<file path="config.mk">
export PLATFORM = sky130hd
export DESIGN_NAME = vidref_timing
export DESIGN_NICKNAME = d
export VERILOG_FILES = /design/src/rtl/vrt_pkg.sv /design/src/rtl/vrt_counters.sv /design/src/rtl/vrt_field.sv /design/src/rtl/vrt_decode.sv /design/src/rtl/vidref_timing.sv
export SDC_FILE = /design/constraint.sdc
export NUM_CORES = 1
export LEC_CHECK = 0
export BUFFER_PORTS_ARGS = -buffer_cell sky130_fd_sc_hd__buf_4
export CAP_MARGIN = 20
export CELL_PAD_IN_SITES_DETAIL_PLACEMENT = 0
export CELL_PAD_IN_SITES_GLOBAL_PLACEMENT = 2
export CORE_UTILIZATION = 30
export DETAILED_ROUTE_END_ITERATION = 8
export PLACE_DENSITY_LB_ADDON = 0.05
export SLEW_MARGIN = 40
export SYNTH_ARGS = -nofsm -noshare
export SYNTH_HDL_FRONTEND = slang
export SYNTH_SLANG_ARGS = --single-unit
</file>
<file path="constraint.sdc">
create_clock -name clk -period 4.6 [get_ports clk]
set_input_delay 0.46 -clock clk [delete_from_list [all_inputs] [get_ports clk]]
set_output_delay 0.46 -clock clk [all_outputs]
set_load 0.05 [all_outputs]
</file>
<file path="src/rtl/vrt_pkg.sv">
package vrt_pkg;

    localparam int DEF_PIX_W  = 12;
    localparam int DEF_LINE_W = 11;
    localparam int DEF_SPAN_W = 8;

    typedef enum logic {
        FIELD_ONE = 1'b0,
        FIELD_TWO = 1'b1
    } field_e;

    typedef struct packed {
        logic hs_rise;
        logic vs_rise;
        logic preload;
    } sync_ev_t;

    // half-open window test on zero-extended positions
    function automatic logic span_hit(input logic [31:0] pos,
                                      input logic [31:0] lo,
                                      input logic [31:0] hi);
        return (pos >= lo) && (pos < hi);
    endfunction

endpackage

</file>
<file path="src/rtl/vrt_counters.sv">
module vrt_counters
    import vrt_pkg::*;
#(
    parameter int PIX_W  = DEF_PIX_W,
    parameter int LINE_W = DEF_LINE_W
) (
    input  logic              clk,
    input  logic              rst,
    input  logic              hsync_i,
    input  logic              vsync_i,
    input  logic              interlaced_i,
    input  logic [LINE_W-1:0] line_preset_i,
    output logic [PIX_W-1:0]  pix_o,
    output logic [LINE_W-1:0] line_o
);

    logic     hs_q;
    logic     vs_q;
    logic     skip_next;
    sync_ev_t ev;

    // edge history samples continuously so the first edge after reset is seen
    always_ff @(posedge clk) begin
        hs_q <= hsync_i;
        vs_q <= vsync_i;
    end

    always_comb begin
        ev.hs_rise = hsync_i & ~hs_q;
        ev.vs_rise = vsync_i & ~vs_q;
        ev.preload = ev.vs_rise & (~interlaced_i | ~skip_next);
    end

    // in interlaced mode every other vertical edge is the second field
    always_ff @(posedge clk) begin
        if (rst)
            skip_next <= 1'b0;
        else if (ev.vs_rise)
            skip_next <= interlaced_i ? ~skip_next : 1'b0;
    end

    always_ff @(posedge clk) begin
        if (rst)
            pix_o <= '0;
        else if (ev.hs_rise)
            pix_o <= '0;
        else
            pix_o <= pix_o + 1'b1;
    end

    always_ff @(posedge clk) begin
        if (rst)
            line_o <= '0;
        else if (ev.preload)
            line_o <= line_preset_i;
        else if (ev.hs_rise)
            line_o <= line_o + 1'b1;
    end

endmodule

</file>
<file path="src/rtl/vrt_field.sv">
module vrt_field
    import vrt_pkg::*;
#(
    parameter int LINE_W = DEF_LINE_W
) (
    input  logic              clk,
    input  logic              rst,
    input  logic              interlaced_i,
    input  logic [LINE_W-1:0] line_i,
    input  logic [LINE_W-1:0] f1_line_i,
    input  logic [LINE_W-1:0] f2_line_i,
    output field_e            field_o
);

    always_ff @(posedge clk) begin
        if (rst)
            field_o <= FIELD_ONE;
        else if (!interlaced_i)
            field_o <= FIELD_ONE;
        else if (line_i == f2_line_i)
            field_o <= FIELD_TWO;
        else if (line_i == f1_line_i)
            field_o <= FIELD_ONE;
    end

endmodule

</file>
<file path="src/rtl/vrt_decode.sv">
module vrt_decode
    import vrt_pkg::*;
#(
    parameter int PIX_W  = DEF_PIX_W,
    parameter int LINE_W = DEF_LINE_W,
    parameter int SPAN_W = DEF_SPAN_W
) (
    input  logic [PIX_W-1:0]             pix_i,
    input  logic [LINE_W-1:0]            line_i,
    input  field_e                       field_i,
    input  logic [PIX_W-1:0]             href_start_i,
    input  logic [PIX_W-1:0]             href_stop_i,
    input  logic [PIX_W-1:0]             hs_start_i,
    input  logic [PIX_W-1:0]             hs_stop_i,
    input  logic [1:0][LINE_W-1:0]       vref_line_i,
    input  logic [1:0][SPAN_W-1:0]       vref_len_i,
    input  logic [1:0][LINE_W-1:0]       vs_line_i,
    input  logic [1:0][PIX_W-1:0]        vs_pix_i,
    input  logic [1:0][SPAN_W-1:0]       vs_len_i,
    input  logic                         fref_inv_i,
    input  logic                         href_gate_i,
    output logic                         href_o,
    output logic                         vref_o,
    output logic                         fref_o,
    output logic                         hs_o,
    output logic                         vs_o,
    output logic                         de_o
);

    localparam int LW1   = LINE_W + 1;
    localparam int POS_W = LW1 + PIX_W;

    logic [1:0]       vref_hit;
    logic [1:0]       vs_hit;
    logic [POS_W-1:0] pos_now;
    logic             sel;
    logic             href_raw;

    assign pos_now = {1'b0, line_i, pix_i};

    for (genvar f = 0; f < 2; f++) begin : g_fld
        logic [LW1-1:0]   vref_end;
        logic [LW1-1:0]   vs_end_line;
        logic [POS_W-1:0] vs_beg;
        logic [POS_W-1:0] vs_end;

        assign vref_end    = {1'b0, vref_line_i[f]} + LW1'(vref_len_i[f]);
        assign vs_end_line = {1'b0, vs_line_i[f]} + LW1'(vs_len_i[f]);
        assign vs_beg      = {1'b0, vs_line_i[f], vs_pix_i[f]};
        assign vs_end      = {vs_end_line, vs_pix_i[f]};

        assign vref_hit[f] = span_hit(32'({1'b0, line_i}),
                                      32'({1'b0, vref_line_i[f]}),
                                      32'(vref_end));
        assign vs_hit[f]   = span_hit(32'(pos_now), 32'(vs_beg), 32'(vs_end));
    end

    assign sel      = (field_i == FIELD_TWO);
    assign vref_o   = vref_hit[sel];
    assign vs_o     = vs_hit[sel];
    assign href_raw = span_hit(32'(pix_i), 32'(href_start_i), 32'(href_stop_i));
    assign href_o   = href_raw & ~(href_gate_i & vref_o);
    assign de_o     = href_o & ~vref_o;
    assign hs_o     = span_hit(32'(pix_i), 32'(hs_start_i), 32'(hs_stop_i));
    assign fref_o   = sel ^ fref_inv_i;

endmodule

</file>
<file path="src/rtl/vidref_timing.sv">
module vidref_timing
    import vrt_pkg::*;
#(
    parameter int PIX_W  = DEF_PIX_W,
    parameter int LINE_W = DEF_LINE_W,
    parameter int SPAN_W = DEF_SPAN_W
) (
    input  logic              clk,
    input  logic              rst,
    input  logic              hsync_i,
    input  logic              vsync_i,
    input  logic              interlaced_i,
    input  logic [LINE_W-1:0] line_preset_i,
    input  logic [PIX_W-1:0]  href_start_i,
    input  logic [PIX_W-1:0]  href_stop_i,
    input  logic [PIX_W-1:0]  hs_start_i,
    input  logic [PIX_W-1:0]  hs_stop_i,
    input  logic [LINE_W-1:0] vref1_line_i,
    input  logic [SPAN_W-1:0] vref1_len_i,
    input  logic [LINE_W-1:0] vref2_line_i,
    input  logic [SPAN_W-1:0] vref2_len_i,
    input  logic [LINE_W-1:0] fref1_line_i,
    input  logic [LINE_W-1:0] fref2_line_i,
    input  logic              fref_inv_i,
    input  logic [LINE_W-1:0] vs1_line_i,
    input  logic [PIX_W-1:0]  vs1_pix_i,
    input  logic [SPAN_W-1:0] vs1_len_i,
    input  logic [LINE_W-1:0] vs2_line_i,
    input  logic [PIX_W-1:0]  vs2_pix_i,
    input  logic [SPAN_W-1:0] vs2_len_i,
    input  logic              href_gate_i,
    output logic              href_o,
    output logic              vref_o,
    output logic              fref_o,
    output logic              hs_o,
    output logic              vs_o,
    output logic              de_o
);

    logic [PIX_W-1:0]  pix_w;
    logic [LINE_W-1:0] line_w;
    field_e            field_w;

    vrt_counters #(.PIX_W(PIX_W), .LINE_W(LINE_W)) u_cnt (
        .clk          (clk),
        .rst          (rst),
        .hsync_i      (hsync_i),
        .vsync_i      (vsync_i),
        .interlaced_i (interlaced_i),
        .line_preset_i(line_preset_i),
        .pix_o        (pix_w),
        .line_o       (line_w)
    );

    vrt_field #(.LINE_W(LINE_W)) u_fld (
        .clk         (clk),
        .rst         (rst),
        .interlaced_i(interlaced_i),
        .line_i      (line_w),
        .f1_line_i   (fref1_line_i),
        .f2_line_i   (fref2_line_i),
        .field_o     (field_w)
    );

    vrt_decode #(.PIX_W(PIX_W), .LINE_W(LINE_W), .SPAN_W(SPAN_W)) u_dec (
        .pix_i       (pix_w),
        .line_i      (line_w),
        .field_i     (field_w),
        .href_start_i(href_start_i),
        .href_stop_i (href_stop_i),
        .hs_start_i  (hs_start_i),
        .hs_stop_i   (hs_stop_i),
        .vref_line_i ({vref2_line_i, vref1_line_i}),
        .vref_len_i  ({vref2_len_i, vref1_len_i}),
        .vs_line_i   ({vs2_line_i, vs1_line_i}),
        .vs_pix_i    ({vs2_pix_i, vs1_pix_i}),
        .vs_len_i    ({vs2_len_i, vs1_len_i}),
        .fref_inv_i  (fref_inv_i),
        .href_gate_i (href_gate_i),
        .href_o      (href_o),
        .vref_o      (vref_o),
        .fref_o      (fref_o),
        .hs_o        (hs_o),
        .vs_o        (vs_o),
        .de_o        (de_o)
    );

endmodule

</file>
==> metrics.csv, run 1 <==
metric;value;unit
status;finished clean;
crit_buf_inv;3;
port_buffers;193;
cts.path.max_buffers;2;
clkPwrFrac;16.9;%
cts_tree;built;
yosysUniqueCellTypes;51;
hold_buffers;0;
synth.mux.area_fraction;0.321;%
r2r-end;u_fld.field_o;
synthSimpleGateAreaFrac;15.5;%
synth_fa_ha_area_share;37.1;%
synthCells;851;
required;4140;ps
grt_pass1_wl;32.9;mm
hp-class;input port to flip-flop;
cp-start-kind;input port;
wl_per_cell;15.7;um
track_usage;18.6;%
place_inst;1330;
initialDrtViolationCount;169;
end_kind;primary output;
ys_ff_latch;27;
multiInputGateArea;5650;sq um
crit_type;input port to primary output;
slew_viol_final;0;
dp_slack;-102;ps
synth_area_leaders;ha_1 36%, dfxtp_1 8.2%, inv_1 7.3%;
tns;0;ps
synthXorXnorAreaFrac;9.91;%
row_count;54;
irDropWorstVdd;0.118;mV
path_cells;buf_4, ha_4, fa_2, a21o_1, a21oi_2, nor2b_1, o21a_1, o41ai_2, or3_1, xnor2_1, ha_2, or4_4, a221oi_2, o21ai_1, o22ai_1, a221oi_2, o32ai_4, buf_12, a21oi_4, buf_6;
numClockSinks;27;
final_antenna_net_count;0;
drc;0;
cts_root_buf;clkbuf_16;
synth_top_family_by_area;adder cells;
hpwl;17.7;mm
path_clk_slew;70;ps
hold_end;u_cnt.hs_q;
ys_async_sr_fraction;0;%
h-tree-depth;1;
max_stage_delay;420;ps
cellPowerDensity;141;nW/um^2
yosys-top-cells-count;190 x ha_1, 129 x inv_1, 60 x a21oi_1;
seq_power_share;22.3;%
hold_viol_final;0;
reg2reg_slack;2680;ps
maxCapViolCount;0;
clk_latency;270;ps
worstHoldStart;hsync_i;
layout-drive-gt1-share;22.2;%
ys.flop_type;dfxtp_1;
rr_worst_depth;4;
final_nets;1441;
period_minus_slack;4400;ps
synth_edf_count;0;
firstDrtPassIters;4;
synth_compound_area_share;21.4;%
antenna_found_initial;0;
worstPathArrival;3940;ps
power.leakage;0.00469;uW
totalWireLength;21.0;mm
antenna_cells;0;
max_freq;227;MHz
switching_share;39.4;%
ys_seq_area_share;8.15;%
finalCritPeriodShare;95.6;%
yosys.area.top_type;ha_1;
synth_area;6630;sq um
postSynthAreaPerCell;7.79;sq um
grt_max_degree;23;
p_int;742;uW
rsz0062_at_grt;yes;
final_area;8710;sq um
critical_path.most_common_cell;a221oi_2;
vias;6520;
p_total;1220;uW
setup-violations-final;0;
skew;5.14;ps
crit_family;compound AO/OA/AOI/OAI gates;
syn-num-nets;1233;
cp_max_fo;2;
avgViaCountPerCell;4.87;
n_fill_cell;2354;
slowest_stage;or4_4;
yosysMostFrequentCell;ha_1;
worst_slack;203;ps
die_x;151;um
grt_pass1_vias;6347;
p_sw;483;uW
io_pins;194;
placed_cell_area;8510;sq um
p_comb_share;60.8;%
hold_depth;1;
worstMarginPinSlew;719;ps
slew_headroom;52.0;%
initial_core_util;30.5;%
reg2reg_from;u_cnt.line_o[7];
grt_overflow;0;
place.gp.congestion;0.800;
cts_buffers;3;
core_area;21800;sq um
dieHeight;151;um
netlist.area_leader.share;35.8;%
fin_cells;1338;
die-area;22700;sq um
area_growth;31.3;%
seqCellArea;541;sq um
ys_warn_count;0;
[area by class of cell]
cell class,instances,share of cell area (%)
sequential,27,6.21
inverter,129,5.56
tap,280,4.02
timing repair buffer,210,18.4
clock buffer,3,0.862
clock inverter,1,0.0862
multi-input combinational,688,64.9
[power by group through the flow]
stage / clock network (uW) / registers, uW / logic, uW
global placement: 0 / 280 / 734
detailed placement: 0 / 280 / 730
CTS: 213 / 275 / 748
global route: 221 / 277 / 852
floorplan: 0 / 271 / 455
finish: 207 / 274 / 744
[routing by layer]
metal | up-vias | wire, um | GRT usage, %
li1 | 3486 | - | -
met1 | 2906 | 10800 | 27.0
met2 | 122 | 9280 | 30.5
met3 | 6 | 842 | 1.58
met4 | 0 | 90 | 2.05
met5 | - | 0 | 0
[worst max-delay path by stage]
stage / start / to / slack, ps / cells after the start
2_1_floorplan: vref2_line_i[0] / de_o / -20 / 17
3_3_place_gp: vref2_line_i[0] / href_o / -20 / 19
3_5_place_dp: vref2_line_i[0] / href_o / -100 / 19
4_1_cts: vref2_line_i[0] / href_o / 8 / 20
5_1_grt: vref1_line_i[0] / href_o / -30 / 20
6_report: vref2_line_i[0] / href_o / 200 / 20
[worst register-to-register path, stage by stage (launching register included)]
cell	delay, ps
dfxtp_1	740
xor2_1	140
nor4_1	570
a31oi_1	200
nor3b_1	190
[cells by family after synthesis]
logic type / count (synthesis)
fa+ha+maj: 194
buf+inv: 136
flops: 27
xor+xnor: 75
simple gates: 204
compound gates: 213
mux: 2
[layout by cell type (no fill, tap or decap), types with 5 or more instances in the layout]
| master | instances |
|---|---|
| a2111oi_0 | 7 |
| nor4_1 | 7 |
| a211o_1 | 7 |
| a21oi_1 | 59 |
| nor2_1 | 56 |
| nor3_1 | 19 |
| dfxtp_1 | 27 |
| o211ai_1 | 8 |
| a31oi_1 | 6 |
| and3_1 | 9 |
| a211oi_1 | 20 |
| nor2b_1 | 14 |
| ha_1 | 188 |
| o21a_1 | 15 |
| o21ai_0 | 33 |
| a21o_1 | 18 |
| xnor2_1 | 26 |
| buf_4 | 206 |
| xor2_1 | 49 |
| nand2b_1 | 15 |
| nand2_1 | 26 |
| o21ai_1 | 5 |
| nand3_1 | 23 |
| or2_2 | 5 |
| inv_1 | 129 |
| nand4_1 | 16 |
[stage by stage]
stage | util [%] | hold WS (ps)
5_1_grt | 40.0 | 295
6_report | 40.0 | 302
3_3_place_gp | 39.1 | 529
2_1_floorplan | - | 454
4_1_cts | 39.9 | 298
3_5_place_dp | 39.1 | 530
[flip-flops by register name (all words and copies together) (netlist names)]
| signal | count |
|---|---|
| u_cnt.hs_q | 1 |
| u_cnt.line_o | 11 |
| u_cnt.pix_o | 12 |
| u_cnt.skip_next | 1 |
| u_cnt.vs_q | 1 |
| u_fld.field_o | 1 |
[what timing repair did]
item	in CTS	in global routing
hold endpoints to repair	0	0
setup endpoints to repair	3	4
gates cloned	0	0
pin swaps	5	4
setup buffers	4	0
resized for setup	10	4
No activity file was read; power rests on OpenSTA's default activity.
==> run 2, diff against run 1 <==
--- a/config.mk
+++ b/config.mk
@@ -9,7 +9,9 @@
 export CAP_MARGIN = 20
 export CELL_PAD_IN_SITES_DETAIL_PLACEMENT = 0
 export CELL_PAD_IN_SITES_GLOBAL_PLACEMENT = 2
-export CORE_UTILIZATION = 30
+export CORE_UTILIZATION = 31
+export CTS_BUF_LIST = sky130_fd_sc_hd__clkbuf_8
+export CTS_CLUSTER_SIZE = 20
 export DETAILED_ROUTE_END_ITERATION = 8
 export PLACE_DENSITY_LB_ADDON = 0.05
 export SLEW_MARGIN = 40
==> run 2 against run 1 <==
  * Non-clock buffer count is 4 lower
  * Via count is 0.18% lower
  * Routed wire length is 2.8% lower
  * Critical path type unchanged
  * Highest routed layer unchanged
==> metrics.csv, run 2 (synthesis gave the netlist of run 1 again) <==
metric;value;unit;change
irDropWorstVdd;0.103;mV;was 0.118 mV
core_area;21000;sq um;was 21800 sq um
port_buffers;193;;unchanged
initialDrtViolationCount;190;;was 169
critical_path.most_common_cell;a221oi_2;;unchanged
grt_max_degree;23;;unchanged
p_sw;466;uW;was 483 uW
worstPathArrival;3920;ps;was 3940 ps
mostFrequentLayoutCell;buf_4;;unchanged
clkPwrFrac;11.4;%;was 16.9%
h-tree-depth;1;;unchanged
path_cells;buf_4, ha_4, fa_2, a21o_1, a21oi_2, nor2b_1, o21a_1, o41ai_2, or3_1, xnor2_1, ha_2, or4_4, a221oi_2, o21ai_1, o22ai_1, a221oi_2, o32ai_4, a21oi_4, buf_6;;was buf_4, ha_4, fa_2, a21o_1, a21oi_2, nor2b_1, o21a_1, o41ai_2, or3_1, xnor2_1, ha_2, or4_4, a221oi_2, o21ai_1, o22ai_1, a221oi_2, o32ai_4, buf_12, a21oi_4, buf_6
hp-class;input port to flip-flop;;unchanged
max_stage_delay;410;ps;was 420 ps
cp-start-kind;input port;;unchanged
initial_core_util;31.5;%;was 30.5%
firstDrtPassIters;4;;unchanged
die_x;148;um;was 151 um
vias;6508;;was 6520
seq_power_share;24.1;%;was 22.3%
skew;2.47;ps;was 5.14 ps
p_int;677;uW;was 742 uW
setup-violations-final;0;;unchanged
finalCritPeriodShare;95.1;%;was 95.6%
grt_pass1_vias;6451;;was 6347
slew_headroom;52.5;%;was 52.0%
crit_buf_inv;2;;was 3
grt_pass1_wl;32.8;mm;was 32.9 mm
drc;0;;unchanged
end_kind;primary output;;unchanged
crit_family;compound AO/OA/AOI/OAI gates;;unchanged
cts_root_buf;clkbuf_8;;was clkbuf_16
io_pins;194;;unchanged
tns;0;ps;unchanged
cts.path.max_buffers;2;;unchanged
switching_share;40.7;%;was 39.4%
final_nets;1437;;was 1441
layout-drive-gt1-share;21.7;%;was 22.2%
wl_per_cell;15.3;um;was 15.7 um
cts_buffers;3;;unchanged
cellPowerDensity;133;nW/um^2;was 141 nW/um^2
antenna_found_initial;0;;unchanged
dieHeight;148;um;was 151 um
avgViaCountPerCell;4.90;;was 4.87
rsz0062_at_grt;no;;was yes
track_usage;18.6;%;about the same
period_minus_slack;4380;ps;was 4400 ps
crit_type;input port to primary output;;unchanged
cp_max_fo;3;;was 2
max_freq;228;MHz;was 227 MHz
power.leakage;0.00466;uW;was 0.00469 uW
final_antenna_net_count;0;;unchanged
worstMarginPinSlew;712;ps;was 719 ps
die-area;22000;sq um;was 22700 sq um
place.gp.congestion;0.801;;was 0.800
status;finished clean;;unchanged
reg_top3;u_cnt.pix_o (12), u_cnt.line_o (11);;unchanged
cts_tree;built;;unchanged
holdWs;297;ps;was 302 ps
slowest_stage;or4_4;;unchanged
clk_latency;270;ps;about the same
row_count;53;;was 54
slew_viol_final;0;;unchanged
path_clk_slew;90;ps;was 70 ps
hold_viol_final;0;;unchanged
layout_common_cells;203 x buf_4, 188 x ha_1, 130 x inv_1, 58 x a21oi_1, 56 x nor2_1;;was 206 x buf_4, 188 x ha_1, 129 x inv_1, 59 x a21oi_1, 56 x nor2_1
largest_reg_flops;12;;unchanged
area_growth;29.9;%;was 31.3%
maxCapViolCount;0;;unchanged
hpwl;17.7;mm;about the same
grt_overflow;0;;unchanged
numClockSinks;27;;unchanged
required;4140;ps;about the same
antenna_cells;0;;unchanged
p_comb_share;64.5;%;was 60.8%
regMostFlops;u_cnt.pix_o;;unchanged
totalWireLength;20.4;mm;was 21.0 mm
==> run 2: cell types whose count changed in the layout (fill, tap and decap cells not counted), sizes merged <==
cell | before | now
inv | 129 | 130
clkinvlp | 1 | 0
buf | 210 | 206
==> run 2: through the flow <==
| step | power [uW] | instances | setup slack, ps | utilization, % | area [sq um] |
|---|---|---|---|---|---|
| global route | 1270 | 1329 | 12.5 | 41.0 | 8610 |
| detailed placement | 1010 | 1324 | -59.8 | 40.4 | 8500 |
| floorplan | 726 | 851 | -15.6 | - | 6640 |
| CTS | 1160 | 1329 | 1.43 | 40.9 | 8590 |
| global placement | 1020 | 1324 | 15.7 | 40.4 | 8500 |
| finish | 1140 | 1329 | 223 | 41.0 | 8610 |
==> run 2: worst paths after layout <==
kind	cells past startpoint	slack (ps)	endpoint	start
max	19	220	href_o	vref2_line_i[0]
min	1	300	u_cnt.vs_q	vsync_i
max reg2reg	6	2680	u_cnt.line_o[10]	u_cnt.line_o[3]
min reg2reg	1	530	u_cnt.pix_o[0]	u_cnt.pix_o[0]
==> run 2: area by class of cell <==
cell class / instances / area (sq um)
multi-input cells: 688 / 5640
well taps: 275 / 344
repair buffers: 206 / 1560
inverters: 129 / 484
fillers: 2210 / 12400
flip-flops and latches: 27 / 541
clock buffers: 3 / 41.3
clock inverters: 1 / 3.75
==> run 2: repair_timing <==
item,4_1_cts,5_1_grt
hold buffers,0,0
setup buffers,1,0
resized for setup,9,4
pin swaps,8,2
endpoints found under the setup margin,3,4
gates cloned,0,0
==> run 2: power by group through the flow <==
stage	sequential [uW]	clock, uW	combinational [uW]
3_3_place_gp	283	0	734
6_report	275	131	737
2_1_floorplan	271	0	455
4_1_cts	277	137	742
3_5_place_dp	283	0	730
5_1_grt	279	148	842
==> run 2: routing by layer <==
| layer | vias up | GRT usage (%) | part of all wire [%] |
|---|---|---|---|
| met5 | - | 0 | 0 |
| met4 | 0 | 1.70 | 0.35 |
| met3 | 4 | 0.982 | 3.1 |
| met2 | 110 | 30.7 | 44 |
| met1 | 2922 | 27.5 | 52 |
| li1 | 3472 | - | - |
